$ cat config.mk
export PLATFORM = sky130hd
export DESIGN_NAME = island_symbol_gen
export DESIGN_NICKNAME = d
export VERILOG_FILES = /design/src/rtl/isg_pkg.sv /design/src/rtl/isg_chan_enc.sv /design/src/rtl/isg_guard_check.sv /design/src/rtl/island_symbol_gen.sv
export SDC_FILE = /design/constraint.sdc
export NUM_CORES = 1
export LEC_CHECK = 0
export BUFFER_PORTS_ARGS = -buffer_cell sky130_fd_sc_hd__buf_2
export CAP_MARGIN = 10
export CORE_MARGIN = 10
export CORE_UTILIZATION = 40
export CTS_CLUSTER_DIAMETER = 60
export DETAILED_ROUTE_END_ITERATION = 6
export PLACE_DENSITY = 0.75
export SYNTH_ARGS = -nofsm -noshare
export SYNTH_HDL_FRONTEND = slang
export SYNTH_SLANG_ARGS = --single-unit
$ cat constraint.sdc
create_clock -name clk -period 0.8 [get_ports clk]
set_clock_uncertainty 0.05 [all_clocks]
set_input_delay 0.08 -clock clk [delete_from_list [all_inputs] [get_ports clk]]
set_output_delay 0.08 -clock clk [all_outputs]
set_load 0.005 [all_outputs]
$ cat src/rtl/isg_pkg.sv
package isg_pkg;

  localparam int SYM_W = 10;
  localparam int NCH   = 3;

  typedef enum logic [1:0] {
    PER_CTRL  = 2'd0,
    PER_PRE   = 2'd1,
    PER_GUARD = 2'd2,
    PER_DATA  = 2'd3
  } period_e;

  localparam logic [SYM_W-1:0] GB_WORD = 10'b0100110011;

  function automatic logic [SYM_W-1:0] ctl_word(input logic [1:0] c);
    case (c)
      2'b00:   ctl_word = 10'b1101010100;
      2'b01:   ctl_word = 10'b0010101011;
      2'b10:   ctl_word = 10'b0101010100;
      default: ctl_word = 10'b1010101011;
    endcase
  endfunction

  function automatic logic [SYM_W-1:0] terc4(input logic [3:0] n);
    case (n)
      4'd0:    terc4 = 10'b1010011100;
      4'd1:    terc4 = 10'b1001100011;
      4'd2:    terc4 = 10'b1011100100;
      4'd3:    terc4 = 10'b1011100010;
      4'd4:    terc4 = 10'b0101110001;
      4'd5:    terc4 = 10'b0100011110;
      4'd6:    terc4 = 10'b0110001110;
      4'd7:    terc4 = 10'b0100111100;
      4'd8:    terc4 = 10'b1011001100;
      4'd9:    terc4 = 10'b0100111001;
      4'd10:   terc4 = 10'b0110011100;
      4'd11:   terc4 = 10'b1011000110;
      4'd12:   terc4 = 10'b1010001110;
      4'd13:   terc4 = 10'b1001110001;
      4'd14:   terc4 = 10'b0101100011;
      default: terc4 = 10'b1011000011;
    endcase
  endfunction

endpackage

$ cat src/rtl/isg_chan_enc.sv
module isg_chan_enc
  import isg_pkg::*;
#(
  parameter bit IS_CH0 = 1'b0
) (
  input  logic [1:0]       period,
  input  logic [1:0]       ctl,
  input  logic [3:0]       nib,
  output logic [SYM_W-1:0] sym
);

  always_comb begin
    case (period)
      PER_CTRL, PER_PRE: sym = ctl_word(ctl);
      PER_GUARD:         sym = IS_CH0 ? terc4(nib) : GB_WORD;
      default:           sym = terc4(nib);
    endcase
  end

endmodule

$ cat src/rtl/isg_guard_check.sv
module isg_guard_check (
  input  logic       clk,
  input  logic       rst_n,
  input  logic       is_guard,
  input  logic [1:0] sync,
  output logic       err_q
);

  logic [1:0] prev_q, prev_d;
  logic       seen_q, seen_d;
  logic       err_d;

  always_comb begin
    prev_d = sync;
    seen_d = 1'b1;
    err_d  = is_guard && seen_q && (sync != prev_q);
  end

  always_ff @(posedge clk or negedge rst_n) begin
    if (!rst_n) begin
      prev_q <= 2'b00;
      seen_q <= 1'b0;
      err_q  <= 1'b0;
    end else begin
      prev_q <= prev_d;
      seen_q <= seen_d;
      err_q  <= err_d;
    end
  end

  AST_ERR_ONLY_GUARD: assert property (@(posedge clk) disable iff (!rst_n)
    err_q |-> $past(is_guard));

  AST_ERR_NEEDS_MOVE: assert property (@(posedge clk) disable iff (!rst_n)
    (seen_q && is_guard && $stable(sync)) |=> !err_q);

endmodule

$ cat src/rtl/island_symbol_gen.sv
module island_symbol_gen
  import isg_pkg::*;
#(
  parameter int WORD_W = 32
) (
  input  logic              clk,
  input  logic              rst_n,
  input  logic [1:0]        period,
  input  logic              hsync,
  input  logic              vsync,
  input  logic [1:0]        isl_ch0,
  input  logic [3:0]        isl_ch1,
  input  logic [3:0]        isl_ch2,
  output logic [WORD_W-1:0] word_out,
  output logic              guard_err
);

  localparam int USED_W = NCH * SYM_W;
  localparam int PAD_W  = WORD_W - USED_W;

  logic [1:0]                  sync;
  logic [1:0]                  ctl_a [NCH];
  logic [3:0]                  nib_a [NCH];
  logic [NCH-1:0][SYM_W-1:0]   sym_a;
  logic [WORD_W-1:0]           word_d, word_q;
  logic                        live_q;

  always_comb begin
    sync = {vsync, hsync};
    ctl_a[0] = sync;
    nib_a[0] = (period == PER_GUARD) ? {2'b11, sync} : {isl_ch0, sync};
    ctl_a[1] = (period == PER_PRE) ? 2'b01 : 2'b00;
    ctl_a[2] = (period == PER_PRE) ? 2'b01 : 2'b00;
    nib_a[1] = isl_ch1;
    nib_a[2] = isl_ch2;
  end

  for (genvar gi = 0; gi < NCH; gi++) begin : g_ch
    isg_chan_enc #(.IS_CH0(gi == 0)) u_enc (
      .period (period),
      .ctl    (ctl_a[gi]),
      .nib    (nib_a[gi]),
      .sym    (sym_a[gi])
    );
  end

  always_comb begin
    word_d = {{PAD_W{1'b0}}, sym_a};
  end

  always_ff @(posedge clk or negedge rst_n) begin
    if (!rst_n) begin
      word_q <= '0;
      live_q <= 1'b0;
    end else begin
      word_q <= word_d;
      live_q <= 1'b1;
    end
  end

  isg_guard_check u_gchk (
    .clk      (clk),
    .rst_n    (rst_n),
    .is_guard (period == PER_GUARD),
    .sync     (sync),
    .err_q    (guard_err)
  );

  assign word_out = word_q;

  AST_CTRL_SIDE_CH: assert property (@(posedge clk) disable iff (!rst_n)
    (live_q && $past(period) == PER_CTRL) |->
      (word_q[19:10] == 10'b1101010100 && word_q[29:20] == 10'b1101010100));

  AST_PRE_SIDE_CH: assert property (@(posedge clk) disable iff (!rst_n)
    (live_q && $past(period) == PER_PRE) |->
      (word_q[19:10] == 10'b0010101011 && word_q[29:20] == 10'b0010101011));

  AST_GUARD_SIDE_CH: assert property (@(posedge clk) disable iff (!rst_n)
    (live_q && $past(period) == PER_GUARD) |->
      (word_q[19:10] == GB_WORD && word_q[29:20] == GB_WORD));

  AST_ISLAND_NOT_CTL: assert property (@(posedge clk) disable iff (!rst_n)
    (live_q && $past(period[1])) |->
      (word_q[9:0] != 10'b1101010100 && word_q[9:0] != 10'b0010101011 &&
       word_q[9:0] != 10'b0101010100 && word_q[9:0] != 10'b1010101011));

  AST_PAD_ZERO_HOLD: assert property (@(posedge clk) disable iff (!rst_n)
    $stable(word_q[WORD_W-1:USED_W]));

endmodule

==> impl_results.md, run 1 <==
- Clk slew on worst S/H paths: 70 ps
- Final ANT Viol Nets: 0
- Final Routed Wirelength: 8940 um
- Final Net Count: 417
- Final HPWL DP: 4980 um
- Most frequent cells in the layout: buf_4 (50), buf_2 (39), dfrtp_1 (34)
- Clock latency on the worst-skew pair: 300 ps
- Worst-path fanout max: 6
- Final setup TNS: -7510 ps
- Hold slack: 23.8 ps
- GRT overflow: 0
- Busiest grt layer: met2
- Max Transition Viols Final: 0
- Slowest-stage cell, CP: or2_4
- Largest net degree at the start of global routing: 35
- Rows: 27
- Worst setup margin: -226 ps
- Clock sinks: 34
- Initial antenna violation count: 0
- GR Util All Layers: 0.182
- Syn_area_per_cell: 8.92 um2
- Die width: 95.6 um
- Max Clock Freq: 974 MHz
- Lkg Pwr: 1.83 nW
- N_diodes: 0
- Max cap viols: 0
- EDFF count, synth: 0
- CP Launch Type: input port
- Failing checks: setup timing
- Most common cell after layout, fill and taps aside: buf_4
- Synthesized area: 2280 um2
- GR Layer Usage met3: 0.0550
- Vias in the first global route: 2579
- Total CTS buffers: 5
- Placer congestion estimate: 0.918
- DRT Pass-1 Iters: 5
- Critical path cell sequence: buf_12, ha_4, or2_4, buf_6, o211ai_1, o21ai_1, o21ai_1
- Crit share post-route: 1.28
- RSZ-0062 raised after global routing: true
- Initial DRC Count: 184
- Root Driver: clkbuf_8
- Buf/Inv on CP: 2
- H-Tree Depth: 2
- Post-synth cell types: 48
- Worst vdd ir: 0.00101 V
- CP most frequent cell: o21ai_1
- # DRC: 0
- CTS tree: yes
- Ys async rst share: 1.00
- Syn Inst Count: 256
- Final hold viol count: 0
- WL/cell: 20.0 um
- Die Height: 95.6 um
- First-pass GRT wire length: 13100 um
- Setup WS pre-CTS: -650 ps
- Final min period: 1030 ps
- Vias after detailed routing: 2504
- Met1 Use GR: 0.190
- Core Util, Final: 0.742
- DIE AREA: 9130 um2
- Endpoint type of the worst setup path: flip-flop
- Worst min path class: in2reg
- Port Buffer Count: 46
- Pwr dens: 1400 nW/um2
- Layout cells sized above 1: 0.584
- WP data arrival: 1210 ps
- Crit-path max cell delay: 240 ps
- Ys Warns: 0
- Bufs on Longest Clock Path: 2
- Synth Flop Type: dfrtp_1
- Sequential-to-total area share from yosys stat: 0.373
- Met2 Usage GRT: 0.323
- CP Class: in2reg
- Number of synthesized register bits: 34
- I/O Pins: 49
- Core Region: 5510 um2
- Final setup fails: 61
- CP top delay family: compound AO/OA/AOI/OAI gates
- Outcome: finished with violations
- Vias/cell: 5.60
- CP required: 980 ps
- Area Overhead vs Synth: 78.9%
- Initial core utilization: 0.415
[power by group]
part	switching, W	internal, W
Sequential	0.0000509	0.00190
Combinational	0.00107	0.00108
Clock	0.000691	0.000933
[repair_timing]
item	4_1_cts	5_1_grt
gates resized for setup	93	44
pin swaps	44	27
endpoints found under the setup margin	61	62
hold buffers	1	0
gates cloned	1	0
hold endpoints to repair	34	0
buffers inserted	16	12
[cell usage after synthesis (5+ instances only)]
cell type	instances	area, um2
nor2_1	16	60.1
nor2b_1	5	31.3
dfrtp_1	34	851
nand2_1	23	86.3
o211ai_1	8	60.1
a21oi_1	23	115
buf_2	10	50.1
a31oi_1	5	31.3
ha_1	27	338
nand2b_1	5	31.3
clkbuf_1	5	18.8
o21ai_0	29	145
inv_1	13	48.8
[worst paths after layout]
check / cells past startpoint / start / slack, ps / endpoint
max: 7 / period[1] / -230 / word_out[3]$_DFF_PN0_
min: 2 / vsync / 20 / u_gchk.prev_q[1]$_DFF_PN0_
max reg2reg: 2 / u_gchk.prev_q[0]$_DFF_PN0_ / 10 / u_gchk.err_q$_DFF_PN0_
min reg2reg: 2 / u_gchk.prev_q[1]$_DFF_PN0_ / 510 / u_gchk.err_q$_DFF_PN0_
max in group asynchronous: 3 / rst_n / 300 / word_out[25]$_DFF_PN0_
min in group asynchronous: 3 / rst_n / 220 / word_out[4]$_DFF_PN0_
[flip-flops by register name (all words and copies together) (netlist names)]
signal and cells:
u_gchk.seen_q 1, u_gchk.prev_q 2, u_gchk.err_q 1, word_out 30
[cell type report]
class | count | area (um2)
multi-input combinational | 190 | 1800
fill | 321 | 1420
timing repair buffer | 130 | 1140
sequential | 34 | 851
inverter | 13 | 103
tap | 72 | 90.1
clock buffer | 7 | 76.3
clock inverter | 1 | 30.0
[per-layer routing]
metal / share of wire / up-vias
met5: 0 / -
met4: 0.039 / 0
met3: 0.083 / 28
met2: 0.52 / 139
met1: 0.36 / 1209
li1: - / 1128
[metrics by stage]
step	instance area [um2]	std cells	total power, W
finish	4090	447	0.00572
global route	4090	447	0.00596
CTS	3800	437	0.00540
detailed placement	3200	413	0.00346
global placement	3200	413	0.00343
floorplan	2600	257	0.00280
[kinds of logic (layout without fill, tap and decap cells)]
kind of cell | after synthesis | after routing | share of synthesized area
AO/OA/AOI/OAI | 87 | 87 | 0.233
XOR/XNOR | 4 | 4 | 0.0153
adder cells (fa/ha/maj) | 27 | 27 | 0.148
AND/OR/NAND/NOR | 64 | 64 | 0.135
buffers and inverters | 33 | 151 | 0.0685
other | 2 | 3 | 0.00329
flip-flops | 34 | 34 | 0.373
multiplexers | 5 | 5 | 0.0247
(Power assumes the default switching activity.)
==> inputs of run 2 (changes only) <==
--- a/config.mk
+++ b/config.mk
@@ -5,13 +5,14 @@
 export SDC_FILE = /design/constraint.sdc
 export NUM_CORES = 1
 export LEC_CHECK = 0
-export BUFFER_PORTS_ARGS = -buffer_cell sky130_fd_sc_hd__buf_2
 export CAP_MARGIN = 10
 export CORE_MARGIN = 10
 export CORE_UTILIZATION = 40
 export CTS_CLUSTER_DIAMETER = 60
 export DETAILED_ROUTE_END_ITERATION = 6
-export PLACE_DENSITY = 0.75
+export DONT_BUFFER_PORTS = 1
+export HOLD_SLACK_MARGIN = 0.08
+export PLACE_DENSITY = 0.67
 export SYNTH_ARGS = -nofsm -noshare
 export SYNTH_HDL_FRONTEND = slang
 export SYNTH_SLANG_ARGS = --single-unit
==> run 2 against run 1 <==
The flow finishes with violations (hold timing, setup timing); utilization shrank 16 points; setup slack gained 79 ps; critical path depth stayed put; design area fell by 22%; largest cell class unchanged.
==> impl_results.md, run 2 (synthesis results as in run 1) <==
- Sequential Power Share: 0.419 (+0.079)
- Finished Layout Cells: 368 (-18%)
- Switching Fraction: 0.277 (-0.0403)
- Slowest-stage cell, CP: or2_4
- RSZ-0062 raised after global routing: true
- Clk slew on worst S/H paths: 80 ps (about the same)
- Hold slack: -581 ps (-604 ps)
- Final setup TNS: -1000 ps (+6500 ps)
- Area Overhead vs Synth: 39.5%
- Layout cells sized above 1: 0.409 (-0.175)
- CP top delay family: simple AND/OR/NAND/NOR gates
- Max Transition Viols Final: 0 (unchanged)
- Dpl cell area: 2830 um2 (-11%)
- WP data arrival: 1080 ps (-130 ps)
- Final ANT Viol Nets: 0 (unchanged)
- Worst setup margin: -148 ps (+78.6 ps)
- Crit share post-route: 1.18 (-0.0982)
- Root Driver: clkbuf_8
- Max cap viols: 0 (unchanged)
- Cell count after placement: 354 (-14%)
- Clock latency on the worst-skew pair: 290 ps (about the same)
- Endpoint type of the worst setup path: flip-flop
- Crit-path max cell delay: 230 ps (about the same)
- CP Class: in2reg
- # hold bufs at CTS: 1 (unchanged)
- Fill count: 469 (+46%)
- Pwr dens: 1510 nW/um2 (+7.7%)
- Most common cell after layout, fill and taps aside: buf_4
- DRT Pass-1 Iters: 4 (-1)
- Critical path cell sequence: clkinvlp_4, buf_6, ha_4, nor2_4, a21oi_2, or2_4, a31o_4
- Most frequent cells in the layout: buf_4 (41), dfrtp_1 (34), nand2_1 (21)
- CTS tree: yes
- Final hold viol count: 63 (+63)
- Pint: 0.00347 W (-11%)
- Vias in the first global route: 1964 (-24%)
- Setup WS pre-CTS: -431 ps (+219 ps)
- Vias/cell: 5.50 (-1.8%)
- Final min period: 948 ps (-78.6 ps)
- Clock sinks: 34 (unchanged)
- Failing checks: hold timing, setup timing
- Final HPWL DP: 4580 um (-8.1%)
- Clk pwr share: 0.331 (+0.047)
- Core Util, Final: 0.578 (-0.164)
- Final instance area: 3180 um2 (-22%)
- Lkg Pwr: 1.38 nW (-24%)
- Initial antenna violation count: 0 (unchanged)
- Max FFs per register: 30 (unchanged)
- H-Tree Depth: 2 (unchanged)
- Vias after detailed routing: 2024 (-19%)
- Buf/Inv on CP: 2 (unchanged)
- CP Launch Type: input port
- Combinational Power Share: 0.250 (-0.126)
- Final Net Count: 338 (-19%)
- Placer congestion estimate: 0.933 (+1.7%)
- Port Buffer Count: 0 (-100%)
- GRT overflow: 0 (unchanged)
- Worst vdd ir: 0.000672 V (-33%)
- P_sw: 0.00133 W (-27%)
- Core Region: 5510 um2 (unchanged)
- N_diodes: 0 (unchanged)
- # DRC: 0 (unchanged)
- Rows: 27 (unchanged)
- Die Height: 95.6 um (unchanged)
- Initial core utilization: 0.415 (unchanged)
- Largest net degree at the start of global routing: 35 (unchanged)
- Initial DRC Count: 101 (-45%)
- WL/cell: 17.8 um (-11%)
- Worst min path class: in2async
- Die width: 95.6 um (unchanged)
- Final Routed Wirelength: 6560 um (-27%)
- Final setup fails: 41 (-33%)
- GR Util All Layers: 0.139 (-0.0427)
- DIE AREA: 9130 um2 (unchanged)
- I/O Pins: 49 (unchanged)
- Worst-path fanout max: 6 (unchanged)
- Bufs on Longest Clock Path: 2 (unchanged)
- First-pass GRT wire length: 9970 um (-24%)
- Total CTS buffers: 5 (unchanged)
- Max Clock Freq: 1060 MHz (+8.3%)
- CP required: 930 ps (-50 ps)
- Outcome: finished with violations
run 2: repair_timing:
item                                   CTS  global route
buffers inserted                         3             4
endpoints found under the hold margin   66            67
setup endpoints to repair               48            53
resized for setup                       22            35
pin swaps                               12            24
run 2: worst paths after layout:
path                                             from                    endpoint  slack [ps]  cells past startpoint
setup / recovery                           isl_ch2[0]      word_out[23]$_DFF_PN0_        -150                      7
hold / removal                                  rst_n  u_gchk.prev_q[1]$_DFF_PN0_        -580                      0
setup reg to reg           u_gchk.prev_q[1]$_DFF_PN0_      u_gchk.err_q$_DFF_PN0_         -40                      2
hold reg to reg               u_gchk.seen_q$_DFF_PN0_      u_gchk.err_q$_DFF_PN0_         490                      2
max in group asynchronous                       rst_n      word_out[13]$_DFF_PN0_        1190                      0
min in group clk                                vsync  u_gchk.prev_q[1]$_DFF_PN0_        -240                      0
run 2: area by class of cell:
| cell class | instances | area [um2] | area share |
|---|---|---|---|
| Clock inverter | 1 | 30.0 | 0.00943 |
| Sequential cell | 34 | 851 | 0.267 |
| Tap cell | 72 | 90.1 | 0.0283 |
| Inverter | 13 | 95.1 | 0.0299 |
| Timing Repair Buffer | 51 | 429 | 0.135 |
| Clock buffer | 7 | 76.3 | 0.0240 |
| Multi-Input combinational cell | 190 | 1610 | 0.506 |
run 2: worst register-to-register path, stage by stage (launching register included):
cell and delay, ps:
dfrtp_1 400, xnor2_2 200, a21oi_2 80
run 2: power by group through the flow:
stage | sequential, W | clock, W | combinational [W]
finish | 0.00201 | 0.00159 | 0.00120
global route | 0.00203 | 0.00171 | 0.00132
CTS | 0.00203 | 0.00162 | 0.00108
detailed placement | 0.00206 | 0 | 0.00101
global placement | 0.00206 | 0 | 0.000997
floorplan | 0.00200 | 0 | 0.000800
run 2: stage by stage:
| step | hold slack (ps) | power [W] |
|---|---|---|
| finish | -581 | 0.00480 |
| global route | -602 | 0.00507 |
| CTS | -582 | 0.00473 |
| detailed placement | -264 | 0.00307 |
| global placement | -265 | 0.00305 |
| floorplan | -266 | 0.00280 |
run 2: metal layers:
| metal | vias to the layer above | global-route usage | part of all wire |
|---|---|---|---|
| met5 | - | 0 | 0 |
| met4 | 0 | 0.0602 | 0.016 |
| li1 | 963 | - | - |
| met1 | 980 | 0.158 | 0.40 |
| met2 | 70 | 0.227 | 0.50 |
| met3 | 11 | 0.0550 | 0.079 |
==> inputs of run 3 (changes only) <==
--- a/config.mk
+++ b/config.mk
@@ -11,6 +11,7 @@
 export CTS_CLUSTER_DIAMETER = 60
 export DETAILED_ROUTE_END_ITERATION = 6
 export DONT_BUFFER_PORTS = 1
+export GPL_TIMING_DRIVEN = 0
 export HOLD_SLACK_MARGIN = 0.08
 export PLACE_DENSITY = 0.67
 export SYNTH_ARGS = -nofsm -noshare
==> run 3 against run 2 <==
The run still ends with hold timing, setup timing left; sequential power is essentially flat; utilization barely moved; cell count down 1.9%; largest power group unchanged.
==> impl_results.md, run 3 (synthesis results as in run 1) <==
- Critical R2R Capture: u_gchk.err_q$_DFF_PN0_
- Largest net degree at the start of global routing: 35 (unchanged)
- WL/cell: 17.8 um (about the same)
- GR Util All Layers: 0.132 (-0.00649)
- Worst min path class: in2async
- Pwr dens: 1520 nW/um2 (+0.55%)
- Core Util, Final: 0.578 (about the same)
- Final setup TNS: -1630 ps (-631 ps)
- Die width: 95.6 um (unchanged)
- Final HPWL DP: 4180 um (-8.7%)
- Die Height: 95.6 um (unchanged)
- Failing checks: hold timing, setup timing
- Vias/cell: 5.56 (+1.1%)
- WP data arrival: 1130 ps (+50 ps)
- Max Transition Viols Final: 0 (unchanged)
- CP required: 900 ps (-30 ps)
- Lkg Pwr: 1.37 nW (-1.1%)
- Layout cells sized above 1: 0.356 (-0.0524)
- Reg2reg path depth: 2 (unchanged)
- Placer congestion estimate: 0.903 (-3.3%)
- Initial core utilization: 0.415 (unchanged)
- DIE AREA: 9130 um2 (unchanged)
- DRT Pass-1 Iters: 4 (unchanged)
- Clock latency on the worst-skew pair: 290 ps (about the same)
- Total CTS buffers: 5 (unchanged)
- Multi-input gate area: 1610 um2 (about the same)
- Max Clock Freq: 974 MHz (-7.7%)
- H-Tree Depth: 2 (unchanged)
- Max FFs per register: 30 (unchanged)
- Initial DRC Count: 83 (-18%)
- RSZ-0062 raised after global routing: true
- I/O Pins: 49 (unchanged)
- GRT overflow: 0 (unchanged)
- Max cap viols: 0 (unchanged)
- Vias in the first global route: 1923 (-2.1%)
- N_diodes: 0 (unchanged)
- Flop2flop setup slack: 0 ps (+40 ps)
- Final setup fails: 40 (-2.4%)
- Final min period: 1030 ps (+79.5 ps)
- First-pass GRT wire length: 9690 um (-2.8%)
- Bufs on Longest Clock Path: 2 (unchanged)
- Vias after detailed routing: 2007 (-0.84%)
- Clock sinks: 34 (unchanged)
- Critical path cell sequence: clkbuf_16, inv_8, ha_4, buf_6, buf_4, mux2_4, nand3_2, o311ai_1
- Worst vdd ir: 0.00140 V (+110%)
- Final hold viol count: 37 (-41%)
- Most frequent cells in the layout: dfrtp_1 (34), nand2_1 (22), buf_4 (19)
- # DRC: 0 (unchanged)
- CP Class: in2reg
- Worst setup margin: -227 ps (-79.5 ps)
- Slowest-stage cell, CP: mux2_4
- CP Launch Type: input port
- Rows: 27 (unchanged)
- Final Routed Wirelength: 6440 um (-1.8%)
- FF+latch area: 851 um2 (unchanged)
- Endpoint type of the worst setup path: flip-flop
- Final ANT Viol Nets: 0 (unchanged)
- Final Net Count: 331 (-2.1%)
- Clk slew on worst S/H paths: 80 ps (about the same)
- Most common cell after layout, fill and taps aside: dfrtp_1
- CTS tree: yes
- Area Overhead vs Synth: 39.4% (about the same)
- Crit-path max cell delay: 270 ps (+40 ps)
- Worst-path fanout max: 6 (unchanged)
- Initial antenna violation count: 0 (unchanged)
- Outcome: finished with violations
- Hold slack: -581 ps (-0.384 ps)
- Reg-to-reg critical path startpoint: u_gchk.prev_q[0]$_DFF_PN0_
- Fill count: 448 (-4.5%)
- Root Driver: clkbuf_8
- Core Region: 5510 um2 (unchanged)
- Crit share post-route: 1.28 (+0.0993)
- Port Buffer Count: 0 (unchanged)
run 3: changes by cell type in the layout (fill, tap and decap cells not counted), sizes merged:
cell,delta
inv,-2
dlygate4sd3,+1
dlymetal6s4s,+4
clkbuf,+5
clkinvlp,+3
buf,-18
run 3: per-stage QoR:
stage                     cells  worst slack [ps]  instance area (um2)  hold WS, ps  power [W]
after CTS                   356              -299                 3010         -586    0.00473
final                       361              -227                 3180         -581    0.00483
after floorplan             257              -461                 2600         -266    0.00280
after global placement      329              -660                 2690         -265    0.00301
after detailed placement    329              -656                 2690         -265    0.00302
after global routing        361              -263                 3180         -593    0.00509
run 3: area by class of cell:
type	count	share of cell area
Clock inverter	2	0.0118
Clock buffer	6	0.0228
Buffer	18	0.0570
Sequential cell	34	0.267
Inverter	13	0.0314
Tap cell	72	0.0283
Multi-Input combinational cell	190	0.507
Timing Repair Buffer	26	0.0743
run 3: worst max-delay path by stage:
| stage | endpoint | startpoint | cells past startpoint | slack [ps] |
|---|---|---|---|---|
| 6_report | word_out[4]$_DFF_PN0_ | hsync | 8 | -230 |
| 5_1_grt | word_out[5]$_DFF_PN0_ | hsync | 8 | -260 |
| 4_1_cts | word_out[5]$_DFF_PN0_ | hsync | 8 | -300 |
| 3_5_place_dp | word_out[5]$_DFF_PN0_ | vsync | 7 | -660 |
| 3_3_place_gp | word_out[5]$_DFF_PN0_ | vsync | 7 | -660 |
| 2_1_floorplan | word_out[5]$_DFF_PN0_ | hsync | 8 | -460 |
run 3: critical path, delay by kind of cell:
| kind | cells | cell delay (ps) |
|---|---|---|
| fa+ha+maj | 1 | 190 |
| compound gates | 1 | 100 |
| mux | 1 | 270 |
| simple gates | 1 | 70 |
| buf+inv | 4 | 430 |
run 3: routing by layer:
metal  wire [um]  vias to the layer above  track usage
met1        2490                      979        0.145
li1            -                      954            -
met5           0                        -            0
met3         527                        8       0.0581
met4          95                        0       0.0541
met2        3320                       66        0.221
run 3: what timing repair did:
item,4_1_cts,5_1_grt
endpoints found under the hold margin,49,42
buffers inserted,17,5
resized for setup,18,33
hold buffers,4,1
pin swaps,17,23
setup endpoints to repair,50,58
run 3: report_power, final:
part	leakage, nW	total (W)	switching (W)	internal (W)
registers	0.408	0.00201	0.000109	0.00190
clock network	0.0514	0.00159	0.000659	0.000929
logic	0.909	0.00123	0.000626	0.000604
